$ cat src/rtl/ospt_pkg.sv
// Package: shared types for the one-shot pulse timer.
// Assumes: counter width fixed by CNT_W; edge select encoding is 2 bits.
package ospt_pkg;
    localparam int CNT_W = 16;

    typedef enum logic [1:0] {
        EDGE_FALL = 2'b00,
        EDGE_RISE = 2'b01,
        EDGE_BOTH = 2'b10,
        EDGE_NONE = 2'b11
    } edge_sel_t;
endpackage

$ cat src/rtl/ospt_edge_detect.sv
// Module: synchronizes an asynchronous trigger and flags the selected edge.
// Assumes: ext_i is asynchronous to clk; SYNC_STAGES >= 2.
module ospt_edge_detect
    import ospt_pkg::*;
#(
    parameter int SYNC_STAGES = 2
) (
    input  logic      clk,
    input  logic      rst_n,
    input  logic      ext_i,
    input  edge_sel_t sel_i,
    output logic      edge_o
);
    logic [SYNC_STAGES-1:0] sync_q;
    logic                   prev_q;
    logic                   cur;
    logic                   rise;
    logic                   fall;

    // Shift register synchronizer, plus one flop of history for edge compare.
    always_ff @(posedge clk) begin
        if (!rst_n) begin
            sync_q <= '0;
            prev_q <= 1'b0;
        end else begin
            sync_q <= {sync_q[SYNC_STAGES-2:0], ext_i};
            prev_q <= sync_q[SYNC_STAGES-1];
        end
    end

    assign cur  = sync_q[SYNC_STAGES-1];
    assign rise = cur & ~prev_q;
    assign fall = ~cur & prev_q;

    // Select which transition counts as a trigger.
    always_comb begin
        unique case (sel_i)
            EDGE_FALL: edge_o = fall;
            EDGE_RISE: edge_o = rise;
            EDGE_BOTH: edge_o = rise | fall;
            default:   edge_o = 1'b0;
        endcase
    end

    // History flop must trail the synchronizer output by one cycle.
    assert_history_trails_R4: assert property (@(posedge clk) disable iff (!rst_n)
        1'b1 |=> prev_q == $past(sync_q[SYNC_STAGES-1]));
endmodule

$ cat src/rtl/ospt_counter.sv
// Module: free-running up-counter with clear on stop or accepted trigger.
// Assumes: accept_i is only raised while run_i is high.
module ospt_counter
    import ospt_pkg::*;
(
    input  logic             clk,
    input  logic             rst_n,
    input  logic             run_i,
    input  logic             en_i,
    input  logic             accept_i,
    output logic [CNT_W-1:0] cnt_o
);
    // Clear when stopped or triggered, otherwise step on enable (wraps).
    always_ff @(posedge clk) begin
        if (!rst_n)
            cnt_o <= '0;
        else if (!run_i || accept_i)
            cnt_o <= '0;
        else if (en_i)
            cnt_o <= cnt_o + 1'b1;
    end

    assert_clear_when_stopped_R1: assert property (@(posedge clk) disable iff (!rst_n)
        !run_i |=> cnt_o == '0);
    assert_hold_without_enable_R2: assert property (@(posedge clk) disable iff (!rst_n)
        (run_i && !en_i && !accept_i) |=> $stable(cnt_o));
    assert_trigger_clears_R3: assert property (@(posedge clk) disable iff (!rst_n)
        accept_i |=> cnt_o == '0);
endmodule

$ cat src/rtl/ospt_output_ctrl.sv
// Module: orders the two compare values, drives the pulse and match strobes.
// Assumes: cnt_i comes from the counter; accept_i only when busy_o is low.
module ospt_output_ctrl
    import ospt_pkg::*;
(
    input  logic             clk,
    input  logic             rst_n,
    input  logic             run_i,
    input  logic             en_i,
    input  logic             accept_i,
    input  logic [CNT_W-1:0] cnt_i,
    input  logic [CNT_W-1:0] cmp_a_i,
    input  logic [CNT_W-1:0] cmp_b_i,
    output logic             busy_o,
    output logic             pulse_o,
    output logic             irq_a_o,
    output logic             irq_b_o
);
    logic [CNT_W-1:0] lo_val;
    logic [CNT_W-1:0] hi_val;
    logic             hit_a;
    logic             hit_b;
    logic             step;

    // Smaller compare opens the pulse, larger one closes it.
    assign lo_val = (cmp_a_i < cmp_b_i) ? cmp_a_i : cmp_b_i;
    assign hi_val = (cmp_a_i < cmp_b_i) ? cmp_b_i : cmp_a_i;
    assign step   = run_i & en_i;
    assign hit_a  = step & (cnt_i == cmp_a_i);
    assign hit_b  = step & (cnt_i == cmp_b_i);

    // Registered match strobes, one per compare register.
    always_ff @(posedge clk) begin
        if (!rst_n) begin
            irq_a_o <= 1'b0;
            irq_b_o <= 1'b0;
        end else begin
            irq_a_o <= hit_a;
            irq_b_o <= hit_b;
        end
    end

    // Busy/pulse sequencing; closing match wins over opening match.
    always_ff @(posedge clk) begin
        if (!rst_n || !run_i) begin
            busy_o  <= 1'b0;
            pulse_o <= 1'b0;
        end else if (accept_i) begin
            busy_o  <= 1'b1;
            pulse_o <= 1'b0;
        end else if (busy_o && step && cnt_i == hi_val) begin
            busy_o  <= 1'b0;
            pulse_o <= 1'b0;
        end else if (busy_o && step && cnt_i == lo_val) begin
            pulse_o <= 1'b1;
        end
    end

    assert_pulse_within_busy_R8: assert property (@(posedge clk) disable iff (!rst_n)
        pulse_o |-> busy_o);
    assert_accept_only_idle_R8: assert property (@(posedge clk) disable iff (!rst_n)
        accept_i |-> !busy_o);
    assert_stopped_output_low_R1: assert property (@(posedge clk) disable iff (!rst_n)
        !run_i |=> !pulse_o && !irq_a_o && !irq_b_o);
endmodule

$ cat src/rtl/one_shot_pulse_timer.sv
// Module: top of the one-shot pulse timer; wires trigger, counter and output.
// Assumes: single clock, synchronous active-low reset, sw_trig one cycle wide.
module one_shot_pulse_timer
    import ospt_pkg::*;
(
    input  logic             clk,
    input  logic             rst_n,
    input  logic             cnt_en,
    input  logic [1:0]       run_mode,
    input  logic             sw_trig,
    input  logic             ext_trig,
    input  logic [1:0]       edge_sel,
    input  logic [CNT_W-1:0] cmp_first,
    input  logic [CNT_W-1:0] cmp_second,
    output logic             pulse_out,
    output logic             match_first_irq,
    output logic             match_second_irq
);
    logic             run;
    logic             ext_edge;
    logic             busy;
    logic             accept;
    logic [CNT_W-1:0] cnt;

    assign run    = |run_mode;
    assign accept = run & ~busy & (sw_trig | ext_edge);

    ospt_edge_detect #(.SYNC_STAGES(2)) u_edge (
        .clk    (clk),
        .rst_n  (rst_n),
        .ext_i  (ext_trig),
        .sel_i  (edge_sel_t'(edge_sel)),
        .edge_o (ext_edge)
    );

    ospt_counter u_cnt (
        .clk      (clk),
        .rst_n    (rst_n),
        .run_i    (run),
        .en_i     (cnt_en),
        .accept_i (accept),
        .cnt_o    (cnt)
    );

    ospt_output_ctrl u_out (
        .clk      (clk),
        .rst_n    (rst_n),
        .run_i    (run),
        .en_i     (cnt_en),
        .accept_i (accept),
        .cnt_i    (cnt),
        .cmp_a_i  (cmp_first),
        .cmp_b_i  (cmp_second),
        .busy_o   (busy),
        .pulse_o  (pulse_out),
        .irq_a_o  (match_first_irq),
        .irq_b_o  (match_second_irq)
    );

    assert_reset_state_R10: assert property (@(posedge clk)
        !rst_n |=> !pulse_out && !match_first_irq && !match_second_irq);
endmodule

$ cat config.mk
export PLATFORM = sky130hd
export DESIGN_NAME = one_shot_pulse_timer
export DESIGN_NICKNAME = d
export VERILOG_FILES = /design/src/rtl/ospt_pkg.sv /design/src/rtl/ospt_edge_detect.sv /design/src/rtl/ospt_counter.sv /design/src/rtl/ospt_output_ctrl.sv /design/src/rtl/one_shot_pulse_timer.sv
export SDC_FILE = /design/constraint.sdc
export NUM_CORES = 1
export LEC_CHECK = 0
export ABC_AREA = 1
export BUFFER_PORTS_ARGS = -buffer_cell sky130_fd_sc_hd__buf_2
export CAP_MARGIN = 5
export CORE_AREA = 2 2 69 71
export CTS_BUF_LIST = sky130_fd_sc_hd__clkbuf_4 sky130_fd_sc_hd__clkbuf_8
export CTS_CLUSTER_DIAMETER = 40
export CTS_CLUSTER_SIZE = 30
export DETAILED_ROUTE_END_ITERATION = 12
export DIE_AREA = 0 0 71 73
export PLACE_DENSITY = 0.9
export SYNTH_ARGS = -nofsm -noshare
export SYNTH_HDL_FRONTEND = slang
export SYNTH_SLANG_ARGS = --single-unit
$ cat constraint.sdc
create_clock -name clk -period 3.9 [get_ports clk]
set_clock_uncertainty 0.1 [all_clocks]
set_input_delay 0.78 -clock clk [delete_from_list [all_inputs] [get_ports clk]]
set_output_delay 0.78 -clock clk [all_outputs]
set_load 0.05 [all_outputs]
==> qor.tcl <==
set qor(path_cells) {buf_2 -> inv_1 -> ha_1 -> a21oi_1 -> nor2_1 -> nor3_1 -> nand2_2 -> nand2_4 -> nand2_4 -> nand2_1 -> o21ai_0 -> nand2_1 -> nand2_1 -> nor2_1 -> nand3_1 -> nand2_1 -> a21oi_2}
set qor(switching_share_of_power_pct) 36.4
set qor(combinational_fraction_of_design_power_pct) 36.4
set qor(critical_path_class) {in2reg}
set qor(multi_input_comb_area_sq_mm) 0.00175
set qor(synthXorXnorAreaFrac_pct) 4.81
set qor(max_slew.worst_pin.slew_ps) 413
set qor(static-leakage-power_nw) 1.41
set qor(synth-adder-area-share_pct) 8.84
set qor(netlist_area_sq_mm) 0.00255
set qor(chipWidth_um) 71
set qor(preCtsSetupSlack_ps) 624
set qor(detail_route.drc_violations) 0
set qor(critical_path_buf_inv_count) 2
set qor(setup-tns-final_ps) 0
set qor(hold_class) {reg2reg}
set qor(drt-vias-per-instance) 5.77
set qor(gp_routability_congestion) 1.08
set qor(path_common_cell) {sky130_fd_sc_hd__nand2_1}
set qor(clock_latency_ps) 260
set qor(cp_max_fo) 30
set qor(n_antenna_cell) 0
set qor(cts.root.buffer_cell) {sky130_fd_sc_hd__clkbuf_8}
set qor(tritoncts_buffers) 3
set qor(cp.depth) 17
set qor(clock_tree.htree_level_count) 1
set qor(main_combinational_cell_family_by_area_after_synthesis) {simple AND/OR/NAND/NOR gates}
set qor(slowest_stage) {sky130_fd_sc_hd__ha_1}
set qor(p_int_uw) 390
set qor(clk_path_buf_depth) 2
set qor(layout.area.seq_sq_um) 460
set qor(final_min_period_over_clock_period_pct) 78.0
set qor(grt_total_ovfl) 0
set qor(yosys-top-cells-area) {sky130_fd_sc_hd__dfxtp_1 (18%), sky130_fd_sc_hd__nand2_1 (18%), sky130_fd_sc_hd__nand3_1 (9.6%)}
set qor(design.final.nets) 522
set qor(syn_nets) 491
set qor(drt-pass1-iter-count) 6
set qor(worst_hold_path.num_cells) 2
set qor(critPathLaunchType) {primary input}
set qor(final_antenna_net_count) 0
set qor(grt_first_pass_wirelength_um) 12000
set qor(route.final.wire_length_um) 7410
set qor(cp-end-kind) {flop}
set qor(design.core.area_sq_mm) 0.00454
set qor(tot_gr_track_use_pct) 29.3
set qor(syn2layout_area_growth_pct) 8.99
set qor(synth_top_cell_by_area) {sky130_fd_sc_hd__dfxtp_1}
set qor(finalMaxSlewViolations) 0
set qor(n_fill_cell) 450
set qor(p_seq_share_pct) 39.1
set qor(vertical_die_dimension_um) 73
set qor(rsz0062_at_grt) {false}
set qor(layout.cells.non_filler) 516
set qor(syn-mean-instance-area_sq_um) 5.90
set qor(total_power_uw) 614
set qor(max_clock_freq_mhz) 329
set qor(floorplan.io_pins) 44
set qor(tritoncts_clock_tree) {done}
set qor(cts_resized) 0
set qor(ir_drop_mv) 0.167
set qor(place_hpwl_um) 5890
set qor(switching_power_uw) 224
set qor(routed-via-count) 2979
set qor(reg2reg_depth) 11
set qor(post-place-cells) 512
set qor(post_synth_num_cell_types) 37
set qor(layout_common_cells) {sky130_fd_sc_hd__nand2_1 (121), sky130_fd_sc_hd__inv_1 (60), sky130_fd_sc_hd__nand3_1 (49), sky130_fd_sc_hd__buf_2 (43), sky130_fd_sc_hd__nor2_1 (35)}
set qor(drv_cap) 0
set qor(layout.cells.most_common) {sky130_fd_sc_hd__nand2_1}
set qor(cts.reportedPaths.clkPinSlew_ps) 80
set qor(synth_seq_cells) 23
set qor(power_density_mw_per_mm2) 221
set qor(initial_utilization_pct) 56.2
set qor(setup_slack_ps) 857
set qor(synth_seq_area_share_pct) 18.1
set qor(critPathMaxStageDelay_ps) 290
set qor(cp_data_required_time_ps) 3950
set qor(die-area_sq_mm) 0.00518
set qor(synth_compound_area_share_pct) 13.1
set qor(timing.slew.headroom_pct) 72.2
set qor(post_synthesis_share_of_cell_area_spent_on_and_or_nand_and_nor_gates_pct) 41.8
set qor(outcome) {finished clean}
set qor(period_minus_slack_ps) 3040
set qor(yosys_warnings) 0
set qor(drive_above_1_share_pct) 13.6
set qor(cts_hold_buffers) 0
set qor(clock_sinks) 23
set qor(setup-violations-final) 0
set qor(worst_path_dominant_cell_family) {simple AND/OR/NAND/NOR gates}
set qor(port_buffers) 43
set qor(first_global_vias) 2696
set qor(grt_antenna_before_repair) 0
set qor(cts.repair_timing.setup_buffer_count) 0
set qor(drt_iter0_markers) 300
set qor(maximum_number_of_pins_on_one_net_before_global_route_repair) 31
set qor(synth.mux.area_fraction_pct) 0
set qor(fp-row-count) 25
set qor(critPathArrivalTime_ps) 3100
set qor(clock_power_share_pct) 24.4
set qor(synth_top_cell_area_share_pct) 18.1
set qor(number_of_endpoints_with_negative_hold_slack_in_the_final_report) 0
set qor(netlist_instances) 432
set qor(routedWlPerCell_um) 14.4
sequential cells by signal (all words and copies together), names as in the netlist:
name	flops
u_out.busy_o	1
u_out.irq_a_o	1
u_edge.prev_q	1
u_edge.sync_q	2
u_out.pulse_o	1
u_cnt.cnt_o	16
u_out.irq_b_o	1
kinds of logic (layout without fill, tap and decap cells):
kind of cell             Yosys count  after routing
AO/OA/AOI/OAI                     58             58
XOR/XNOR                          14             14
adder cells (fa/ha/maj)           18             18
buffers and inverters             80            110
flip-flops                        23             23
AND/OR/NAND/NOR                  239            239
cell usage after synthesis:
library cell	n
sky130_fd_sc_hd__o211ai_1	2
sky130_fd_sc_hd__clkbuf_1	8
sky130_fd_sc_hd__nor4_4	1
sky130_fd_sc_hd__or2_1	1
sky130_fd_sc_hd__nor2_4	1
sky130_fd_sc_hd__nor4_1	4
sky130_fd_sc_hd__nor3_1	9
sky130_fd_sc_hd__inv_1	60
sky130_fd_sc_hd__clkbuf_2	2
sky130_fd_sc_hd__o21a_1	1
sky130_fd_sc_hd__buf_2	3
sky130_fd_sc_hd__o21ai_0	12
sky130_fd_sc_hd__xor2_1	10
sky130_fd_sc_hd__nand3_1	49
sky130_fd_sc_hd__o22ai_1	6
sky130_fd_sc_hd__a221oi_1	1
sky130_fd_sc_hd__nor3b_1	2
sky130_fd_sc_hd__a21oi_2	1
sky130_fd_sc_hd__inv_2	1
sky130_fd_sc_hd__o21ai_1	6
sky130_fd_sc_hd__a31oi_1	1
sky130_fd_sc_hd__clkinv_1	1
sky130_fd_sc_hd__nand3b_1	1
sky130_fd_sc_hd__buf_4	1
sky130_fd_sc_hd__or2_2	3
sky130_fd_sc_hd__ha_1	18
sky130_fd_sc_hd__nand2_2	6
sky130_fd_sc_hd__dfxtp_1	23
sky130_fd_sc_hd__xnor2_1	4
sky130_fd_sc_hd__o221ai_1	1
sky130_fd_sc_hd__nand4_1	4
sky130_fd_sc_hd__o2111ai_1	4
sky130_fd_sc_hd__nor2_1	35
sky130_fd_sc_hd__a21oi_1	23
sky130_fd_sc_hd__buf_6	4
sky130_fd_sc_hd__nand2_1	121
sky130_fd_sc_hd__nand2_4	2
worst register-to-register path: cells and delay by family, from the launching register on:
family / cells / cell delay [ps]
fa+ha+maj: 1 / 240
flops: 1 / 550
simple gates: 8 / 1090
compound gates: 2 / 190
path summary, 6_finish.rpt:
check	from	endpoint	slack (ps)
max	cmp_second[5]	u_out.busy_o	860
min	u_edge.sync_q[0]	u_edge.sync_q[1]	320
max reg2reg	u_cnt.cnt_o[1]	u_cnt.cnt_o[12]	1640
min reg2reg	u_edge.sync_q[0]	u_edge.sync_q[1]	320
power by group through the flow:
stage | sequential, mW | clock, mW | combinational (mW)
2_1_floorplan | 0.245 | 0 | 0.156
3_3_place_gp | 0.246 | 0 | 0.211
3_5_place_dp | 0.246 | 0 | 0.217
4_1_cts | 0.240 | 0.154 | 0.218
5_1_grt | 0.241 | 0.162 | 0.251
6_report | 0.240 | 0.150 | 0.224
through the flow:
stage,util (%),area [sq um],hold slack [ps]
global route,61.2,2780,340
global placement,60.2,2730,294
CTS,61.2,2780,321
detailed placement,60.2,2730,302
finish,61.2,2780,319
floorplan,-,2550,290
routing by layer:
layer / vias to the layer above / GRT usage (%) / wire, um
met5: - / 0 / 0
met4: 0 / 14.7 / 273
met3: 22 / 3.73 / 765
met2: 175 / 48.6 / 3410
met1: 1325 / 37.5 / 2970
li1: 1457 / - / -
cell type report:
class | count | share of cell area [%]
timing repair buffer | 44 | 8.02
tap | 54 | 2.43
clock inverter | 1 | 0.180
inverter | 62 | 8.38
clock buffer | 3 | 1.49
sequential | 23 | 16.6
multi-input combinational | 329 | 62.9
Power figures use the tool's default switching activity.
